## config.mk

```make
export PLATFORM = sky130hd
export DESIGN_NAME = bus_narrow_bridge
export DESIGN_NICKNAME = d
export VERILOG_FILES = /design/src/rtl/bnb_pkg.sv /design/src/rtl/bnb_lane_pick.sv /design/src/rtl/bnb_seq.sv /design/src/rtl/bnb_datapath.sv /design/src/rtl/bus_narrow_bridge.sv
export SDC_FILE = /design/constraint.sdc
export NUM_CORES = 1
export LEC_CHECK = 0
export ABC_CLOCK_PERIOD_IN_PS = 4400
export CORE_MARGIN = 2
export CORE_UTILIZATION = 45
export CTS_CLUSTER_SIZE = 8
export DETAILED_ROUTE_END_ITERATION = 10
export DONT_BUFFER_PORTS = 1
export PLACE_DENSITY = 0.72
export SLEW_MARGIN = 0
export SYNTH_ARGS = -nofsm -noshare
export SYNTH_HDL_FRONTEND = slang
export SYNTH_SLANG_ARGS = --single-unit
```

## constraint.sdc

```tcl
create_clock -name clk -period 4.4 [get_ports clk]
set_input_delay 0.88 -clock clk [delete_from_list [all_inputs] [get_ports clk]]
set_output_delay 0.88 -clock clk [all_outputs]
set_load 0.005 [all_outputs]
```

## src/rtl/bnb_pkg.sv

```systemverilog
// Package: shared sizes and the sequencer state type for the bus
// narrowing bridge. Assumes a host bus made of LANES byte lanes.
package bnb_pkg;
    localparam int LANES      = 4;
    localparam int LANE_W     = 8;
    localparam int BUS_W      = LANES * LANE_W;
    localparam int HALF_W     = BUS_W / 2;
    localparam int LANE_IDX_W = $clog2(LANES);

    typedef enum logic [0:0] {
        SQ_IDLE = 1'b0,
        SQ_XFER = 1'b1
    } seq_state_t;
endpackage

```

## src/rtl/bnb_lane_pick.sv

```systemverilog
// Module: lowest-index lane picker. Given a mask of lanes still to be
// served, returns the index of the lowest set bit. Assumes the caller
// only uses the result when the mask is non-zero.
module bnb_lane_pick
    import bnb_pkg::*;
(
    input  logic [LANES-1:0]      mask,
    output logic [LANE_IDX_W-1:0] idx
);
    // Scan from the top so the lowest set bit wins.
    always_comb begin
        idx = '0;
        for (int i = LANES - 1; i >= 0; i--) begin
            if (mask[i]) idx = LANE_IDX_W'(i);
        end
    end
endmodule

```

## src/rtl/bnb_seq.sv

```systemverilog
// Module: transfer sequencer. Accepts a request when idle, then runs one
// narrow cycle of CYC_CLKS clocks per enabled lane, lowest lane first,
// and pulses ready after the last one. Assumes CYC_CLKS >= 1.
module bnb_seq
    import bnb_pkg::*;
#(
    parameter int CYC_CLKS = 3
) (
    input  logic                  clk,
    input  logic                  rst_n,
    input  logic                  host_req,
    input  logic                  host_we,
    input  logic [LANES-1:0]      host_be_n,
    output logic [LANE_IDX_W-1:0] lane,
    output logic                  accept,
    output logic                  cap_en,
    output logic                  strobe_rd,
    output logic                  strobe_wr,
    output logic                  host_rdy,
    output logic                  busy
);
    localparam int CNT_W = (CYC_CLKS > 1) ? $clog2(CYC_CLKS) : 1;
    localparam logic [CNT_W-1:0] CNT_LAST = CNT_W'(CYC_CLKS - 1);

    seq_state_t       state;
    logic [LANES-1:0] pend;
    logic [LANES-1:0] lane_oh;
    logic [LANES-1:0] pend_rest;
    logic [CNT_W-1:0] cnt;
    logic             we_q;
    logic             last_clk;

    bnb_lane_pick u_pick (
        .mask (pend),
        .idx  (lane)
    );

    // One-hot form of the current lane and the lanes left after it.
    always_comb begin
        lane_oh       = '0;
        lane_oh[lane] = 1'b1;
        pend_rest     = pend & ~lane_oh;
    end

    assign busy      = (state == SQ_XFER);
    assign accept    = (state == SQ_IDLE) && host_req;
    assign last_clk  = busy && (cnt == CNT_LAST);
    assign cap_en    = last_clk && !we_q;
    assign strobe_rd = busy && !we_q;
    assign strobe_wr = busy && we_q;

    // State, lane mask, clock counter and ready pulse.
    always_ff @(posedge clk) begin
        if (!rst_n) begin
            state    <= SQ_IDLE;
            pend     <= '0;
            cnt      <= '0;
            we_q     <= 1'b0;
            host_rdy <= 1'b0;
        end else begin
            host_rdy <= 1'b0;
            case (state)
                SQ_IDLE: begin
                    if (host_req) begin
                        pend <= ~host_be_n;
                        we_q <= host_we;
                        cnt  <= '0;
                        if (&host_be_n) host_rdy <= 1'b1;
                        else            state    <= SQ_XFER;
                    end
                end
                SQ_XFER: begin
                    if (last_clk) begin
                        cnt  <= '0;
                        pend <= pend_rest;
                        if (pend_rest == '0) begin
                            state    <= SQ_IDLE;
                            host_rdy <= 1'b1;
                        end
                    end else begin
                        cnt <= cnt + 1'b1;
                    end
                end
                default: state <= SQ_IDLE;
            endcase
        end
    end
endmodule

```

## src/rtl/bnb_datapath.sv

```systemverilog
// Module: lane steering datapath. Forms the full-width write word with
// the upper-half copy, holds it for the transfer, steers the selected
// lane to the narrow bus and assembles read bytes into their lanes.
// Assumes accept and cap_en come from the sequencer.
module bnb_datapath
    import bnb_pkg::*;
(
    input  logic                  clk,
    input  logic                  rst_n,
    input  logic                  accept,
    input  logic                  cap_en,
    input  logic                  host_we,
    input  logic [LANES-1:0]      host_be_n,
    input  logic [BUS_W-1:0]      host_wdata,
    input  logic [LANE_IDX_W-1:0] lane,
    input  logic [LANE_W-1:0]     nb_rdata,
    output logic [BUS_W-1:0]      host_wbus,
    output logic [LANE_W-1:0]     nb_wdata,
    output logic [BUS_W-1:0]      host_rdata
);
    logic             upper_only;
    logic [BUS_W-1:0] wbus_q;
    logic [LANE_W-1:0] rd_q [LANES];

    // Upper-half-only write: copy the top half onto the bottom half.
    always_comb begin
        upper_only = host_we && (&host_be_n[LANES/2-1:0])
                             && !(&host_be_n[LANES-1:LANES/2]);
        host_wbus  = upper_only ? {host_wdata[BUS_W-1:HALF_W], host_wdata[BUS_W-1:HALF_W]}
                                : host_wdata;
    end

    // Hold the write word for the whole transfer.
    always_ff @(posedge clk) begin
        if (!rst_n)      wbus_q <= '0;
        else if (accept) wbus_q <= host_wbus;
    end

    assign nb_wdata = wbus_q[lane*LANE_W +: LANE_W];

    for (genvar g = 0; g < LANES; g++) begin : g_lane
        // Per-lane read byte: cleared on accept, loaded on its last strobe clock.
        always_ff @(posedge clk) begin
            if (!rst_n || accept)                        rd_q[g] <= '0;
            else if (cap_en && lane == LANE_IDX_W'(g))   rd_q[g] <= nb_rdata;
        end
        assign host_rdata[g*LANE_W +: LANE_W] = rd_q[g];
    end
endmodule

```

## src/rtl/bus_narrow_bridge.sv

```systemverilog
// Module: top of the 32-to-8-bit bus narrowing bridge. Connects the
// sequencer and the datapath. Assumes one host request at a time;
// requests raised while busy are dropped.
module bus_narrow_bridge
    import bnb_pkg::*;
#(
    parameter int CYC_CLKS = 3
) (
    input  logic                  clk,
    input  logic                  rst_n,
    input  logic                  host_req,
    input  logic                  host_we,
    input  logic [LANES-1:0]      host_be_n,
    input  logic [BUS_W-1:0]      host_wdata,
    output logic [BUS_W-1:0]      host_wbus,
    output logic [BUS_W-1:0]      host_rdata,
    output logic                  host_rdy,
    output logic [LANE_IDX_W-1:0] nb_addr,
    output logic [LANE_W-1:0]     nb_wdata,
    input  logic [LANE_W-1:0]     nb_rdata,
    output logic                  nb_rd,
    output logic                  nb_wr
);
    logic [LANE_IDX_W-1:0] lane;
    logic                  accept;
    logic                  cap_en;
    logic                  busy;

    bnb_seq #(.CYC_CLKS(CYC_CLKS)) u_seq (
        .clk       (clk),
        .rst_n     (rst_n),
        .host_req  (host_req),
        .host_we   (host_we),
        .host_be_n (host_be_n),
        .lane      (lane),
        .accept    (accept),
        .cap_en    (cap_en),
        .strobe_rd (nb_rd),
        .strobe_wr (nb_wr),
        .host_rdy  (host_rdy),
        .busy      (busy)
    );

    bnb_datapath u_dp (
        .clk        (clk),
        .rst_n      (rst_n),
        .accept     (accept),
        .cap_en     (cap_en),
        .host_we    (host_we),
        .host_be_n  (host_be_n),
        .host_wdata (host_wdata),
        .lane       (lane),
        .nb_rdata   (nb_rdata),
        .host_wbus  (host_wbus),
        .nb_wdata   (nb_wdata),
        .host_rdata (host_rdata)
    );

    assign nb_addr = lane;
endmodule

```

; Word level (Yosys, flattened, before mapping)
; Memories as Yosys holds them, arrays and structs flattened.
; Cells that the tools add are included.
[totals]
latchBits = 0
ramBits = 32
mem_bits_ro = 0
reg_bits = 41
n_memories = 1
out_inout_bits = 77
[classes]
n_eq_ne = 6
n_mul = 0
mux = 41
add_sub_neg = 1
reduce_logical = 23
n_div = 0
n_lt_le_gt_ge = 2
bitwise = 8
shift = 1
[mem_list]
columns = memory, depth, word_bits, read_ports, rd_ports_with_merged_regs, wr, line_no
row1 = u_dp.rd_q, 4, 8, 4, 0, 4, bnb_datapath.sv:23  ; logic [LANE_W-1:0] rd_q [LANES];
[ops]
columns = operator, n
row1 = 8-bit 2-to-1 mux, 4
row2 = 32-bit by 6-bit indexed part select with 8-bit output, 1
row3 = 1-bit 2-to-1 mux, 23
row4 = 16-bit 2-to-1 mux, 1
row5 = 1-bit logical AND, 12
row6 = 2-bit 2-to-1 mux, 6
row7 = 4-bit 2-to-1 mux, 2
row8 = 4-bit inverter, 2
row9 = 4-bit case mux with 2 select lines, 1
row10 = 2-bit AND reduction, 4
row11 = 2-bit == test (second input constant), 3
row12 = 4-bit bitwise AND, 1
row13 = 4-bit zero test, 1
row14 = 2-bit inequality test (second input constant), 2
row15 = 1-bit OR, 4
row16 = 1-bit case mux with 2 select lines, 2
row17 = 2-bit case mux with 2 select lines, 1
row18 = 4-bit AND reduction, 1
row19 = 1-bit zero test, 3
row20 = 2-bit by 3-bit less-than comparator with 1-bit output (second input constant), 1
row21 = 2-bit by 1-bit adder with 2-bit output (second input constant), 1
row22 = 1-bit demux with 2-bit select, 1
row23 = 2-bit by 1-bit == test with 1-bit output (second input constant), 1
row24 = 2-bit by 1-bit greater-or-equal comparator with 1-bit output (second input constant), 1
row25 = other kinds (3), 3

; Longest topological paths before layout
; Gate-level depths: netlist (run 1).
[depth]
depth_word = 14
depth_mapped = 6
mapped_depth_nobuf = 3

; Cells and area by module
; Synthesis (run 1) repeated with hierarchy kept, for this count alone.
[hier_totals]
hier_cells = 353
hier_area_um2 = 3913.8
[modules_own_cells]
columns = mod, instances, area_per_inst_um2, cells_each
row1 = bnb_datapath, 1, 3403.3, 290
row2 = bnb_seq, 1, 483.0, 58
row3 = bnb_lane_pick, 1, 27.5, 5

; Least setup slack after synthesis (run 1)
; No wires, ideal clock.
[synth_path]
path_type = input-to-output
from = in host_be_n[0]
to = out host_wbus[10]
required_time_ns = 3.520
path_buffers = 3
path_stages = 6
arrival_time_ns = 1.873
setup_slack_ns = 1.647
path_cell_list = and3_1 > buf_6 > and2_4 > buf_6 > buf_6 > mux2_4
[synth_between]
elab_chain_cells = 4
[synth_rtl]
columns = element, line_no
row1 = from (decl), bus_narrow_bridge.sv:13  ; input logic [LANES-1:0] host_be_n,
row2 = 2-bit AND reduction, bnb_datapath.sv:27  ; upper_only = host_we && (&host_be_n[LANES/2-1:0])
row3 = 1-bit logical AND, bnb_datapath.sv:27
row4 = 1-bit logical AND, bnb_datapath.sv:28  ; && !(&host_be_n[LANES-1:LANES/2]);
row5 = 16-bit 2-to-1 mux, bnb_datapath.sv:29  ; host_wbus = upper_only ? {host_wdata[BUS_W-1:HALF_W], host_wdata[BUS_W-1:HALF_W]}
row6 = to (decl), bus_narrow_bridge.sv:15  ; output logic [BUS_W-1:0] host_wbus,
; Every way passes these cells.

; Worst setup path after layout (run 1)
[layout_path]
from = in host_be_n[3]
to = out host_wbus[13]
[layout_between]
elab_chain_cells = 4
[layout_rtl]
columns = element, line_no
row1 = 2-bit AND reduction, bnb_datapath.sv:28
row2 = 1-bit zero test, bnb_datapath.sv:28
row3 = 1-bit logical AND, bnb_datapath.sv:28
row4 = 16-bit 2-to-1 mux, bnb_datapath.sv:29
; Every way passes these cells.

==> results.tsv, run 1 <==
metric	value	unit
status	finished, final reports clean	
yosys_register_bits	73	
dieArea	0.00875	sq mm
die_w	93.6	um
htree_num_levels	3	
remaining_drc_errors	0	
cts_resized	0	
synth_cell_type_count	44	
dp.cells	405	
grt_pass1_wl	13300	um
clock_path_buffers	2	
required	3.52	ns
gr-usage-all-layers	19.8	%
cp-start-kind	input port	
seqCellArea	0.00178	sq mm
slew_headroom	21.7	%
fmax	307	MHz
cts_made_buffers	9	
p_leak	1.32	nW
clock_latency	0.34	ns
clkTransAtPathRegs	0.07	ns
multi_input_area	0.00152	sq mm
syn_inst	343	
worst-setup-path-type	in -> out	
first_iter_violations	154	
routabilityCongestion	0.902	
dp_hpwl	5960	um
worst_slew_pin_slew	1.16	ns
hold_viol_final	0	
synthArstFlopShare	0	%
first_pass_iters	4	
vias	2535	
ys_warn_count	0	
n_antenna_cell	0	
clockPowerShare	31.2	%
worstHoldPathType	reg -> reg	
placed_cell_area	0.00349	sq mm
cts_setup_buffers	0	
die_h	93.6	um
ant_nets	0	
avgRoutedWirePerCell	20.2	um
dp_worst_setup_slack	1.15	ns
cp_max_fo	32	
cap_viol_max_count	0	
nets	362	
layout_setup_ws	1.14	ns
drv_slew	0	
stdcell_count	421	
via_per_inst	6.02	
setup-violations-final	0	
crit_arrival	2.38	ns
p_sw	388	uW
power_frac_seq	57.0	%
gr-total-overflow	0	
yosys_most_used_dff	dfxtp_1	
synth_edf_count	32	
avgSynthCellArea	10.5	sq um
cts-hold-fix-buffers	0	
drive_gt1_share	13.5	%
root_buffer	clkbuf_8	
swShare	27.4	%
routed_wl	8490	um
end_kind	primary output	
ir_drop	0.172	mV
syn-num-nets	391	
start_util	46.5	%
internal_power	1.03	mW
power_frac_comb	11.8	%
post-route-period-util	74.0	%
grt_max_degree	51	
pwr_density_cell	388	mW/mm^2
clock_skew	0.00618	ns
yosysSeqAreaShare	49.4	%
fill_cells	773	
grt_pass1_vias	2582	
fin_setup_tns	0	ns
cts_num_sinks	73	
finalCriticalPeriod	3.26	ns
area_delta_synth_final	1.21	%
grt_antenna_before_repair	0	
ios	125	
cts_tree	done	
std_cell_rows	32	
core_area	0.00777	sq mm
rsz0062_at_grt	no	
fin_area	0.00365	sq mm
power	1.42	mW
synth_area	0.00361	sq mm
portBuffers	0	
synthesized netlist by cell type (2+ instances only):
| cell | count | area (sq um) |
|---|---|---|
| mux2_2 | 2 | 22.5 |
| o32ai_1 | 2 | 17.5 |
| o221ai_1 | 8 | 70.1 |
| dfxtp_1 | 41 | 821 |
| a21oi_1 | 19 | 95.1 |
| mux2_4 | 14 | 210 |
| buf_4 | 16 | 120 |
| a22oi_1 | 2 | 15.0 |
| a22o_1 | 25 | 219 |
| o21ai_0 | 12 | 60.1 |
| nand2_1 | 32 | 120 |
| nor3_4 | 2 | 32.5 |
| clkbuf_1 | 15 | 56.3 |
| buf_2 | 6 | 30.0 |
| o21a_1 | 2 | 15.0 |
| nand3b_1 | 2 | 15.0 |
| o211ai_1 | 8 | 60.1 |
| nand4_1 | 17 | 106 |
| inv_1 | 11 | 41.3 |
| nand2b_1 | 3 | 18.8 |
| nor2_1 | 4 | 15.0 |
| buf_6 | 5 | 56.3 |
| and2_1 | 34 | 213 |
| edfxtp_1 | 32 | 961 |
| o22ai_1 | 3 | 18.8 |
| nand3_1 | 8 | 40.0 |
worst max-delay path, cell delays in order:
cell and delay (ns):
nand2_1 0.49, and2_4 0.58, mux2_2 0.40
stage by stage:
stage               hold slack (ns)  util [%]
global placement              0.462      45.0
finish                        0.489      47.0
floorplan                     0.449         -
global route                  0.507      47.0
detailed placement            0.467      45.0
CTS                           0.487      47.0
state kept, by name (all words and copies together) (netlist names):
signal,flops
u_seq.host_rdy,1
u_seq.pend,4
u_seq.cnt,2
u_dp.rd_q,32
u_seq.busy,1
u_dp.wbus_q,32
u_seq.we_q,1
placed cells by master (no fill, tap or decap), drive strengths merged, types with 3 or more instances in the layout:
cell type   n
and2       36
a21oi      19
nand2      32
a22o       25
mux2       16
edfxtp     32
nor2        4
clkinv      7
o211ai      8
dfxtp      41
nand4      17
nor3        3
inv        11
nand3       8
clkbuf      9
nand2b      3
o21ai      12
o221ai      8
buf         3
o22ai       3
power groups by stage:
stage / Clock (mW) / Sequential [mW] / Combinational (mW)
3_5_place_dp: 0 / 0.823 / 0.167
4_1_cts: 0.455 / 0.807 / 0.168
3_3_place_gp: 0 / 0.819 / 0.163
5_1_grt: 0.484 / 0.815 / 0.185
2_1_floorplan: 0 / 0.795 / 0.166
6_report: 0.442 / 0.808 / 0.167
metal layers:
| metal | global-route usage, % | up-vias | routed length [um] |
|---|---|---|---|
| li1 | - | 1181 | - |
| met1 | 22.9 | 1219 | 3350 |
| met2 | 33.3 | 123 | 4260 |
| met3 | 7.01 | 12 | 714 |
| met4 | 8.45 | 0 | 154 |
| met5 | 0 | - | 0 |
final cells by class:
type	count	share of cell area [%]
Clock inverter	7	1.03
Inverter	11	1.13
Timing Repair Buffer	3	0.616
Multi-Input combinational cell	216	41.6
Clock buffer	9	3.39
Sequential cell	73	48.8
Tap cell	102	3.49
kinds of logic (layout without fill, tap and decap cells):
group,Yosys count,after routing,share of synthesized area (%)
AO/OA/AOI/OAI,84,84,16.6
adder cells (fa/ha/maj),1,1,0.277
buffers and inverters,54,30,8.56
flip-flops,73,73,49.4
multiplexers,16,16,6.45
AND/OR/NAND/NOR,115,115,18.7
worst paths after layout:
kind,startpoint,endpoint,slack [ns],cells after the start
worst min-delay path,u_dp.wbus_q[28]$_SDFFE_PN0P_,u_dp.wbus_q[28]$_SDFFE_PN0P_,0.49,1
worst max register to register,u_seq.pend[1]$_SDFFE_PN0P_,u_dp.rd_q[0][3]$_SDFFCE_PN0P_,1.83,3
worst max-delay path,host_be_n[3],host_wbus[13],1.14,3
worst min register to register,u_dp.wbus_q[28]$_SDFFE_PN0P_,u_dp.wbus_q[28]$_SDFFE_PN0P_,0.49,1
No activity file was read; power rests on OpenSTA's default activity.
==> run 2: changes to the inputs <==
- ABC_AREA: unset -> 1
- ABC_CLOCK_PERIOD_IN_PS: 4400 -> 3200
- clock period: 4.4 -> 3.2 ns (I/O delays scaled with it)
==> results.tsv, run 2 <==
metric	value	unit	change
status	finished, final reports clean		
reg2regPathDepth	4		+1
cts_made_buffers	9		unchanged
cap_viol_max_count	0		unchanged
yosys_most_used_dff	dfxtp_1		
routed_wl	7350	um	-13%
avgSynthCellArea	8.29	sq um	-21%
gr-total-overflow	0		unchanged
syn_inst	395		+15%
die_h	89.3	um	-4.5%
synth_cell_type_count	27		-39%
reg_top3	u_dp.rd_q (32), u_dp.wbus_q (32), u_seq.pend (4)		
hold_path_startpoint	host_be_n[1]		
grt_pass1_wl	11300	um	-15%
finalCriticalPeriod	2.38	ns	
fin_setup_tns	0	ns	unchanged
area_delta_synth_final	7.18	%	
p_leak	1.58	nW	+20%
hold_viol_final	0		unchanged
worstHoldPathType	in -> reg		
yosys-top-cells-area	edfxtp_1, dfxtp_1, nand2_1, o21ai_0, inv_1		
synth_edf_count	32		unchanged
required	2.56	ns	-0.96 ns
routabilityCongestion	0.844		-6.4%
dp_hpwl	5310	um	-11%
r2r_start	u_seq.busy$_SDFF_PN0_		
fill_cells	715		-7.5%
ys_warn_count	0		unchanged
cts_tree	done		
cts-hold-fix-buffers	0		unchanged
dp_worst_setup_slack	0.960	ns	-0.187 ns
cts_setup_buffers	0		unchanged
fmax	419	MHz	
grt_max_degree	36		-29%
syn-num-nets	443		+13%
drive_gt1_share	9.84	%	-3.6 points
hold_depth	1		unchanged
root_buffer	clkbuf_8		
layout_setup_ws	0.815	ns	-0.328 ns
reg2reg_to	u_dp.rd_q[3][2]$_SDFFCE_PN0P_		
ant_nets	0		unchanged
drv_slew	0		unchanged
yosysSeqAreaShare	54.4	%	+5.0 points
yosys_register_bits	73		unchanged
gr-usage-all-layers	19.1	%	-0.76 points
start_util	45.9	%	-0.57 points
synth_area	0.00328	sq mm	-9.3%
dieArea	0.00798	sq mm	-8.9%
clock_path_buffers	2		unchanged
r2r_setup_slack	0.96	ns	-0.87 ns
rsz0062_at_grt	no		
n_antenna_cell	0		unchanged
synth.most_common_cell	nand2_1		
clkTransAtPathRegs	0.08	ns	about the same
final_cell_mix	nand2_1, inv_1, nor2_1, dfxtp_1, o21ai_0		
clock_skew	0.00890	ns	+0.00272 ns
portBuffers	0		unchanged
seqCellArea	0.00178	sq mm	unchanged
clock_latency	0.34	ns	about the same
cts_resized	0		unchanged
via_per_inst	5.20		-14%
holdPathEnd	u_seq.pend[1]$_SDFFE_PN0P_		
cts_num_sinks	73		unchanged
worst_slew_pin_slew	1.07	ns	-0.0874 ns
pwr_density_cell	645	mW/mm^2	+66%
first_pass_iters	4		unchanged
avgRoutedWirePerCell	15.1	um	-25%
cp-start-kind	flip-flop		
htree_num_levels	3		unchanged
vias	2522		-0.51%
multi_input_area	0.00112	sq mm	-26%
die_w	89.3	um	-4.5%
synthArstFlopShare	0	%	unchanged
ios	125		unchanged
nets	429		+19%
grt_pass1_vias	2340		-9.4%
first_iter_violations	166		+7.8%
crit_arrival	1.74	ns	-0.64 ns
post-route-period-util	74.5	%	
core_area	0.00714	sq mm	-8.1%
cp_max_fo	10		-69%
synth_top_cell_area_share	29.3	%	+2.7 points
ir_drop	0.217	mV	+26%
grt_antenna_before_repair	0		unchanged
final_common_cell	nand2_1		
netlist_top_cells_count	nand2_1, dfxtp_1, inv_1, nor2_1, o21ai_0		
yosys.area.top_type	edfxtp_1		
setup-violations-final	0		unchanged
remaining_drc_errors	0		unchanged
std_cell_rows	31		-3.1%
worst-setup-path-type	reg -> out		
end_kind	primary output		
hold_slack	0.397	ns	-0.0917 ns
slew_headroom	27.6	%	+5.9 points
==> run 2: cell types whose count changed after synthesis, moves of 25 or more <==
cell     before  now
and2_1       34    0
nor2_1        4   41
a22o_1       25    0
o21ai_0      12   40
inv_1        11   41
nand2_1      32  123
==> run 2: per-stage QoR <==
step | cells | utilization (%) | power [mW] | instance area [sq um]
finish | 485 | 49.2 | 2.26 | 3510
global route | 485 | 49.2 | 2.36 | 3510
CTS | 485 | 49.2 | 2.28 | 3510
detailed placement | 469 | 45.2 | 1.32 | 3230
global placement | 469 | 45.2 | 1.31 | 3230
floorplan | 395 | - | 1.27 | 3280
==> run 2: how the worst max path moves through the flow <==
stage	startpoint	cells past startpoint	slack (ns)	end
5_1_grt	u_seq.pend[2]$_SDFFE_PN0P_	6	0.64	nb_wdata[3]
4_1_cts	u_seq.pend[1]$_SDFFE_PN0P_	5	0.82	nb_wdata[3]
3_3_place_gp	u_seq.busy$_SDFF_PN0_	4	1.06	u_dp.rd_q[3][4]$_SDFFCE_PN0P_
6_report	u_seq.pend[2]$_SDFFE_PN0P_	6	0.82	nb_wdata[3]
3_5_place_dp	u_seq.busy$_SDFF_PN0_	4	0.96	u_dp.rd_q[3][7]$_SDFFCE_PN0P_
2_1_floorplan	host_be_n[3]	4	1.28	host_wbus[10]
==> run 2: worst max-delay path, stage by stage, from the launching register on <==
cell and delay [ns]:
dfxtp_1 0.43, inv_1 0.13, nor3_4 0.47, nand2_1 0.09, o21ai_0 0.10, inv_1 0.06
nand3_1 0.13
==> run 2: report_power, final <==
group	total (mW)	switching, mW	internal (mW)
combinational	0.209	0.155	0.0547
sequential	1.09	0.0452	1.04
clock	0.968	0.331	0.638
==> run 2: cells by family after synthesis <==
| family | synth area share (%) |
|---|---|
| flip-flops | 54.4 |
| buffers and inverters | 11.3 |
| AO/OA/AOI/OAI | 8.33 |
| AND/OR/NAND/NOR | 26.0 |
==> run 2: layer usage <==
| metal | wire length [um] | part of all wire, % | global-route usage (%) |
|---|---|---|---|
| met2 | 3630 | 49 | 31.6 |
| met5 | 0 | 0 | 0 |
| met1 | 2940 | 40 | 22.5 |
| met4 | 182 | 2.5 | 8.68 |
| met3 | 591 | 8.0 | 6.09 |
==> run 2: layout make-up <==
class                      count  share of cell area [%]
inverter                      46                    4.99
tap                           99                    3.53
clock buffer                  13                    5.49
timing repair buffer           3                   0.641
multi-input combinational    248                    32.0
sequential                    73                    50.7
clock inverter                 3                    2.57
